==> src/rtl/dma_regbank.sv <==
module dma_regbank #(
  parameter int NCH   = 16,
  parameter int AW    = 12,
  parameter int ADR_W = 30,
  parameter int LEN_W = 16
) (
  input  logic                   clk,
  input  logic                   rst_n,
  input  logic                   wr_en,
  input  logic                   rd_en,
  input  logic [AW-1:0]          addr,
  input  logic [31:0]            wdata,
  output logic [31:0]            rdata,
  input  logic [NCH-1:0]         done_i,
  output logic                   irq_o,
  output logic [NCH-1:0]         start_o,
  output logic [NCH-1:0]         stop_o,
  output logic [NCH*ADR_W-1:0]   cfg_addr_o,
  output logic [NCH*LEN_W-1:0]   cfg_xlen_o,
  output logic [NCH*LEN_W-1:0]   cfg_ylen_o,
  output logic [NCH*LEN_W-1:0]   cfg_stride_o,
  output logic [NCH-1:0]         burst_o,
  output logic [NCH-1:0]         dir_o,
  output logic [NCH-1:0]         loop_o
);
  localparam int CHW = (NCH > 1) ? $clog2(NCH) : 1;
  localparam int CTW = 6;
  localparam logic [AW-1:0] GRP_END  = AW'(NCH * 16);
  localparam logic [AW-1:0] STR_BASE = AW'('h100);
  localparam logic [AW-1:0] STR_END  = AW'('h100 + NCH * 4);
  localparam logic [AW-1:0] A_INV    = AW'('h140);
  localparam logic [AW-1:0] A_STS    = AW'('h144);
  localparam logic [AW-1:0] A_EN     = AW'('h148);
  localparam logic [AW-1:0] A_LOOP   = AW'('h150);

  logic [ADR_W-1:0] r_addr   [NCH];
  logic [LEN_W-1:0] r_xlen   [NCH];
  logic [LEN_W-1:0] r_ylen   [NCH];
  logic [LEN_W-1:0] r_stride [NCH];
  logic [CTW-1:0]   r_ctrl   [NCH];
  logic [NCH-1:0]   sts, en, loop_lo, loop_hi;

  logic           aligned, in_grp, in_str;
  logic [CHW-1:0] grp_ch, str_ch;
  logic [1:0]     grp_reg;
  logic           hit_inv, hit_sts, hit_en, hit_loop;
  logic [31:0]    rd_mux;

  assign aligned  = (addr[1:0] == 2'b00);
  assign in_grp   = aligned && (addr < GRP_END);
  assign in_str   = aligned && (addr >= STR_BASE) && (addr < STR_END);
  assign grp_ch   = addr[CHW+3:4];
  assign grp_reg  = addr[3:2];
  assign str_ch   = addr[CHW+1:2];
  assign hit_inv  = (addr == A_INV);
  assign hit_sts  = (addr == A_STS);
  assign hit_en   = (addr == A_EN);
  assign hit_loop = (addr == A_LOOP);

  assign irq_o  = |(sts & en);
  assign loop_o = loop_lo & loop_hi;

  genvar i;
  generate
    for (i = 0; i < NCH; i++) begin : g_ch
      logic wr_grp, wr_str;
      assign wr_grp = wr_en && in_grp && (grp_ch == CHW'(i));
      assign wr_str = wr_en && in_str && (str_ch == CHW'(i));

      always_ff @(posedge clk or negedge rst_n) begin
        if (!rst_n) begin
          r_addr[i]   <= '0;
          r_xlen[i]   <= '0;
          r_ylen[i]   <= '0;
          r_ctrl[i]   <= '0;
          r_stride[i] <= '0;
          start_o[i]  <= 1'b0;
        end else begin
          start_o[i] <= wr_grp && (grp_reg == 2'd0);
          if (wr_grp) begin
            case (grp_reg)
              2'd0:    r_addr[i] <= wdata[ADR_W-1:0];
              2'd1:    r_xlen[i] <= wdata[LEN_W-1:0];
              2'd2:    r_ylen[i] <= wdata[LEN_W-1:0];
              default: r_ctrl[i] <= wdata[CTW-1:0];
            endcase
          end
          if (wr_str) r_stride[i] <= wdata[LEN_W-1:0];
        end
      end

      assign cfg_addr_o[i*ADR_W +: ADR_W]   = r_addr[i];
      assign cfg_xlen_o[i*LEN_W +: LEN_W]   = r_xlen[i];
      assign cfg_ylen_o[i*LEN_W +: LEN_W]   = r_ylen[i];
      assign cfg_stride_o[i*LEN_W +: LEN_W] = r_stride[i];
      assign burst_o[i] = r_ctrl[i][4];
      assign dir_o[i]   = r_ctrl[i][5];

      assert_start_src_R3: assert property (@(posedge clk) disable iff (!rst_n)
        start_o[i] |-> $past(wr_en && addr == AW'(i * 16)));
      assert_ctrl_bits_R4: assert property (@(posedge clk) disable iff (!rst_n)
        (wr_en && addr == AW'(i * 16 + 12)) |=>
          (burst_o[i] == $past(wdata[4]) && dir_o[i] == $past(wdata[5])));
      assert_stop_src_R6: assert property (@(posedge clk) disable iff (!rst_n)
        stop_o[i] |-> $past(wr_en && addr == A_INV && wdata[i]));
      assert_done_sets_R7: assert property (@(posedge clk) disable iff (!rst_n)
        done_i[i] |=> sts[i]);
      assert_w1c_R7: assert property (@(posedge clk) disable iff (!rst_n)
        (wr_en && addr == A_STS && wdata[i] && !done_i[i]) |=> !sts[i]);
    end
  endgenerate

  always_ff @(posedge clk or negedge rst_n) begin
    if (!rst_n) begin
      sts     <= '0;
      en      <= '0;
      loop_lo <= '0;
      loop_hi <= '0;
      stop_o  <= '0;
    end else begin
      stop_o <= (wr_en && hit_inv) ? wdata[NCH-1:0] : '0;
      sts    <= (sts & ~((wr_en && hit_sts) ? wdata[NCH-1:0] : '0)) | done_i;
      if (wr_en && hit_en) en <= wdata[NCH-1:0];
      if (wr_en && hit_loop) begin
        loop_lo <= wdata[NCH-1:0];
        loop_hi <= wdata[16 +: NCH];
      end
    end
  end

  always_comb begin
    rd_mux = '0;
    if (in_grp) begin
      case (grp_reg)
        2'd0:    rd_mux = 32'(r_addr[grp_ch]);
        2'd1:    rd_mux = 32'(r_xlen[grp_ch]);
        2'd2:    rd_mux = 32'(r_ylen[grp_ch]);
        default: rd_mux = 32'(r_ctrl[grp_ch]);
      endcase
    end else if (in_str)   rd_mux = 32'(r_stride[str_ch]);
    else if (hit_sts)      rd_mux = 32'(sts);
    else if (hit_en)       rd_mux = 32'(en);
    else if (hit_loop)     rd_mux = 32'(loop_lo) | (32'(loop_hi) << 16);
  end

  always_ff @(posedge clk or negedge rst_n) begin
    if (!rst_n)     rdata <= '0;
    else if (rd_en) rdata <= rd_mux;
  end

  assert_irq_rise_R8: assert property (@(posedge clk) disable iff (!rst_n)
    $rose(irq_o) |-> ($past(|done_i) || $past(wr_en && addr == A_EN)));
endmodule

==> config.mk <==
export PLATFORM = sky130hd
export DESIGN_NAME = dma_regbank
export DESIGN_NICKNAME = d
export VERILOG_FILES = /design/src/rtl/dma_regbank.sv
export SDC_FILE = /design/constraint.sdc
export NUM_CORES = 2
export LEC_CHECK = 0
export BUFFER_PORTS_ARGS = -buffer_cell sky130_fd_sc_hd__buf_2
export CELL_PAD_IN_SITES_DETAIL_PLACEMENT = 1
export CELL_PAD_IN_SITES_GLOBAL_PLACEMENT = 2
export CORE_AREA = 3 3 557 559
export DETAILED_ROUTE_END_ITERATION = 8
export DIE_AREA = 0 0 560 562
export PLACE_DENSITY = 0.59
export SLEW_MARGIN = 40
export SYNTH_ARGS = -nofsm -noshare
export SYNTH_HDL_FRONTEND = slang
export SYNTH_SLANG_ARGS = --single-unit
==> constraint.sdc <==
create_clock -name clk -period 1.7 [get_ports clk]
set_input_delay 0.425 -clock clk [delete_from_list [all_inputs] [get_ports clk]]
set_output_delay 0.425 -clock clk [all_outputs]
set_load 0.005 [all_outputs]
# --- Yosys cells after proc, flatten, opt, wreduce, memory -nomap -nowiden ---
# Cells that the tools add are included.
classes:
  n_lt_le_gt_ge: 5
  eq_ne: 36
  mux: 23
  bitwise: 9
  reduce_logical: 127
ops:
  columns: ["operator", "count"]
  rows:
  - ["$bmux 16 s4", 3]
  - ["$mux 32", 5]
  - ["$mux 16", 8]
  - ["$reduce_and 2->1", 64]
  - ["$bmux 30 s4", 1]
  - ["$pmux 30 s3", 1]
  - ["$eq 4x4->1 const B", 16]
  - ["$mux 30", 2]
  - ["$logic_and 1x1->1", 57]
  - ["$and 16x16->16", 3]
  - ["$eq 12x9->1 const B", 4]
  - ["$eq 4x3->1 const B", 8]
  - ["$or 16x32->32", 1]
  - ["$bmux 6 s4", 1]
  - ["$lt 12x9->1 const B", 2]
  - ["$eq 4x2->1 const B", 4]
  - ["$not 16->16", 1]
  - ["$or 16x16->16", 1]
  - ["$reduce_or 16->1", 1]
  - ["$ge 12x9->1 const B", 1]
  - ["$mux 6", 2]
  - ["$ge 5x5->1 const B", 2]
  - ["$not 4->5", 2]
  - ["$eq 4x1->1 const B", 2]
  - ["other kinds (6)", 8]
word_totals:
  regBits: 1472
  in_bits: 64
  output_inout_bits: 1361

# --- Depth between registers and ports, before layout ---
logic_depth:
  depth_word: 6
  depth_mapped: 10
  mapped_depth_nobuf: 5

# --- Worst setup path after synthesis ---
# Ideal clock, no wire load.
synth_timing:
  path_type: "input to register"
  start: "input port addr[1]"
  end: "register r_stride, in the netlist cfg_stride_o[133]"
  setup_ps: 125
  t_arrival_ps: 2499
  t_required_ps: 1575
  path_slack_ps: -923
  path_stages: 8
  path_buffers: 3
  cell_sequence: "or4_1 buf_2 nor3b_4 nand3_4 buf_6 nor3_4 buf_6 mux2_2"
synth_between:
  elab_chain_cells: 5
synth_lines:
  columns: ["element", "line_no", "source"]
  rows:
  - ["start: declaration", "11", "input logic [AW-1:0] addr,"]
  - ["$ge 12x9->1 / $logic_not 2->1 (equally long branches)", "51, 49", null]
  - ["$logic_and 1x1->1", "51", "assign in_str = aligned && (addr >= STR_BASE) && (addr < STR_END);"]
  - ["$logic_and 1x1->1 *", "51", null]
  - ["$logic_and 1x1->1 * (2 in a row)", "68", "assign wr_str = wr_en && in_str && (str_ch == CHW'(i));"]
  - ["end signal: indexed assignment", "88", "if (wr_str) r_stride[i] <= wdata[LEN_W-1:0];"]
  - ["end: declaration", "39", "logic [LEN_W-1:0] r_stride [NCH];"]
# Every way passes the cells marked *; elsewhere a longest branch is shown, timed or not.
# A chain may end at the register's enable or synchronous reset.

# --- Worst setup path in the final report ---
layout_timing:
  start: "register en[11]"
  end: "output port irq_o"
layout_between:
  elab_chain_cells: 2
layout_lines:
  columns: ["element", "line_no", "source"]
  rows:
  - ["start: declaration", "41", "logic [NCH-1:0] sts, en, loop_lo, loop_hi;"]
  - ["start signal: assignment", "123", "if (wr_en && hit_en) en <= wdata[NCH-1:0];"]
  - ["$and 16x16->16", "60", "assign irq_o = |(sts & en);"]
  - ["$reduce_or 16->1", "60", null]
  - ["end: declaration", "15", "output logic irq_o,"]
# Every way passes these cells.

==> summary.md <==
| Metric | Value |
|---|---|
| Status | finished with violations |
| Failing checks | negative setup slack |
| DR pass1 iterations | 5 |
| Mapped Nets | 4381 |
| Worst path max stage delay | 370 ps |
| Actual slew at the worst max-slew pin | 662 ps |
| Power Total | 82000 µW |
| IO buf count | ~1400 |
| CP max-delay cell | dfrtp_1 |
| Setup ws final | -882 ps |
| Setup TNS Final | -548730 ps |
| Crit-path cells | a22o_1 -> a221oi_2 -> buf_4 -> nand4_1 -> buf_6 |
| Peak supply drop | 0.735 mV |
| Hold Path Class | primary input to register |
| EDFF count, synth | 0 |
| Clk_lat worst skew | 880 ps |
| Largest family of logic cells by synthesized area | multiplexers |
| Clk slew on worst S/H paths | 60 ps |
| Longest Clk Path Bufs | 4 |
| Mapped Cells | 4317 |
| Worst Path Arrival | around 2200 ps |
| Crit-path leading delay family | compound AO/OA/AOI/OAI gates |
| Fin nets | 7881 |
| Area of the core | 306000 µm² |
| Critical Path Fanout Max | 2 |
| Slew HR | 0.559 |
| Number of buffers created by CTS | between 150 and 200 |
| DP HPWL | about 320000 µm |
| Yosys reg bits | 1472 |
| Share of cells above drive strength 1 | 0.755 |
| Top-Level Pins | 1425 |
| Post-Layout Cell Count | 12078 |
| Area Growth Syn to Fin | 75.4% |
| Bufs and invs on worst path | 2 |
| Static Leak | around 0.059 µW |
| Most frequent cells in the layout | 2209 x buf_6, 1435 x dfrtp_1, 1386 x mux2_2 |
| RSZ-0062 raised after global routing | true |
| CTS tree | yes |
| XOR/XNOR share of the synthesized area | 0 |
| Synth Area in Adders | 0 |
| Vias in the first global route | 61987 |
| Slew Viols, Final | 0 |
| Post-DR vias/cell | 4.69 |
| FILL cells | ~32000 |
| Register area share after synthesis | 0.553 |
| Crit Path Class | register to output port |
| Post-DR wirelength/cell | between 30 and 40 µm |
| Synth Area in Compound Gates | 0.0266 |
| Placer congestion estimate | 0.884 |
| Post-layout min period | 2580 ps |
| Final setup viols | 2810 |
| Final hold vios | 0 |
| Most common flop cell mapped by yosys | dfrtp_1 |
| Crit end category | output port |
| CTS H-tree depth | 4 |
| Antenna violations before repair | 47 |
| Post-synth cell types | 53 |
| Rows | 203 |
| Max Cap Viol | 0 |
| Number of synthesis warnings | 0 |
| # DRC | 0 |
| Commonest non-fill, non-tap cell in the layout | buf_6 |
| Tcrit/Tclk final | 1.52 |
| DIE HEIGHT | 562 µm |
| Remaining global-route overflow | 0 |
| Total track usage | 0.252 |
| Clk_skew | ~85 ps |
| Total wire length | 418000 µm |
| Die X | approximately 560 µm |
| Power per cell area | 702 nW/µm² |
| Initial Util | 0.218 |
| Via count | 56701 |
| Async set or reset register ratio after synthesis | 1.00 |
| Post-Syn Area | 66600 µm² |
| Total die area | 315000 µm² |
| Critical path startpoint category | register |
| Inst Count DP | between 10000 and 15000 |
| Initial DRC Count | 4011 |
| Antenna viol nets, final | 0 |
| Root buf cell | clkbuf_16 |
| Fmax | 387 MHz |
| Post-Synth Simple-Gate Area | 0.0289 |
| First-pass GRT wire length | 551000 µm |
| Clock Sinks | 1472 |
| Mean Syn Cell Area | approximately 15 µm² |
| Largest net degree at the start of global routing | between 100 and 150 |
| Multiplexer area fraction after synthesis | 0.359 |
| WP data required | 1270 ps |
## stage by stage
stage / hold WS (ps) / setup slack [ps] / area, µm² / utilization
floorplan: 129 / -901 / 66800 / -
global placement: 339 / -1400 / 92800 / 0.304
detailed placement: 336 / -1390 / 92800 / 0.304
CTS: 8.90 / -958 / 113000 / 0.370
global route: 37.9 / -985 / 117000 / 0.382
finish: 60.1 / -882 / 117000 / 0.382
## repair_timing
action                                 4_1_cts  5_1_grt
endpoints found under the hold margin      844        0
hold buffers                                27        0
gates cloned                                 0       20
setup buffers                              473      172
setup endpoints to repair                 2747     2802
gates resized for setup                   2416      528
pin swaps                                   48       57
## worst register-to-register path, cell delays in order, from the launching register on
cell and delay, ps:
dfrtp_1 410, mux4_2 520, mux4_2 560, o211ai_1 380, buf_4 190, a31oi_1 60
## routing by layer
layer  routed length (µm)  up-vias  track usage
met1               164000    30713        0.309
met2               201000     2283        0.426
met3                34900      558       0.0671
met5                   62        -            0
li1                     -    23137            -
met4                17700       10       0.0895
## power by group
group	total, µW	internal (µW)	switching, µW
sequential	35400	35200	144
combinational	5780	2220	3560
clock	40800	23900	16900
total	82000	61300	20700
## path summary, 6_finish.rpt
| check | from | to | slack (ps) | cells past startpoint |
|---|---|---|---|---|
| worst max-delay path | en[11]$_DFFE_PN0P_ | irq_o | -880 | 5 |
| worst min-delay path | wdata[7] | stop_o[7]$_DFF_PN0_ | 60 | 3 |
| worst max register to register | cfg_stride_o[233]$_DFFE_PN0P_ | rdata[9]$_DFFE_PN0P_ | -560 | 5 |
| worst min register to register | r_ctrl[42]$_DFFE_PN0P_ | r_ctrl[42]$_DFFE_PN0P_ | 500 | 1 |
| max in group asynchronous | rst_n | cfg_addr_o[275]$_DFFE_PN0P_ | 480 | 5 |
| min in group asynchronous | rst_n | cfg_addr_o[24]$_DFFE_PN0P_ | 130 | 2 |
## synthesized netlist by cell type, types with 2 or more instances
cell type | count | area (µm²)
nor4_1 | 6 | 37.5
a22oi_1 | 100 | 751
o2111ai_1 | 7 | 61.3
inv_1 | 23 | 86.3
mux2_2 | 1437 | 16200
a21o_1 | 16 | 120
nor3_4 | 9 | 146
nand3_1 | 44 | 220
buf_1 | 35 | 131
o211ai_1 | 31 | 233
nand4_1 | 8 | 50.1
nand3b_1 | 4 | 30.0
nor3_1 | 5 | 25.0
and3_1 | 6 | 37.5
nor2b_1 | 12 | 75.1
nand2_1 | 128 | 480
a22o_1 | 10 | 87.6
buf_4 | 55 | 413
o221ai_1 | 5 | 43.8
nand2_2 | 24 | 150
a21oi_1 | 32 | 160
o21ai_0 | 3 | 15.0
mux4_2 | 330 | 7430
or2_2 | 2 | 12.5
and2_1 | 36 | 225
or3_1 | 4 | 25.0
nand2b_1 | 6 | 37.5
dfrtp_1 | 1472 | 36800
and4_1 | 5 | 43.8
buf_2 | 90 | 450
buf_6 | 14 | 158
a211oi_1 | 4 | 30.0
mux2_1 | 2 | 22.5
a221oi_1 | 22 | 193
nor3_2 | 4 | 40.0
a41oi_1 | 5 | 43.8
nor2_1 | 37 | 139
clkbuf_1 | 239 | 897
mux2i_1 | 27 | 270
a31oi_1 | 5 | 31.3
## final cells by class
type,count,area (µm²),share of cell area
Timing Repair Buffer,3745,39600,0.339
Inverter,24,90.1,0.000771
Clock inverter,56,659,0.00565
Sequential cell,1472,36900,0.316
Tap cell,4100,5130,0.0439
Clock buffer,271,5490,0.0470
Antenna cell,22,55.1,0.000471
Multi-Input combinational cell,2388,28900,0.248
## kinds of logic (layout without fill, tap and decap cells)
logic type / Yosys count / after routing
and+or+nand+nor: 352 / 352
buffers and inverters: 457 / 4096
muxes: 1796 / 1796
DFF: 1472 / 1472
other: 0 / 22
AOI/OAI and AO/OA: 240 / 240
## flip-flops by register name (all words and copies together) (netlist names)
register      cells
cfg_addr_o      480
cfg_stride_o    256
cfg_xlen_o      256
cfg_ylen_o      256
r_ctrl           64
rdata            32
burst_o          16
dir_o            16
en               16
loop_hi          16
loop_lo          16
start_o          16
stop_o           16
sts              16
Power figures use the tool's default switching activity.
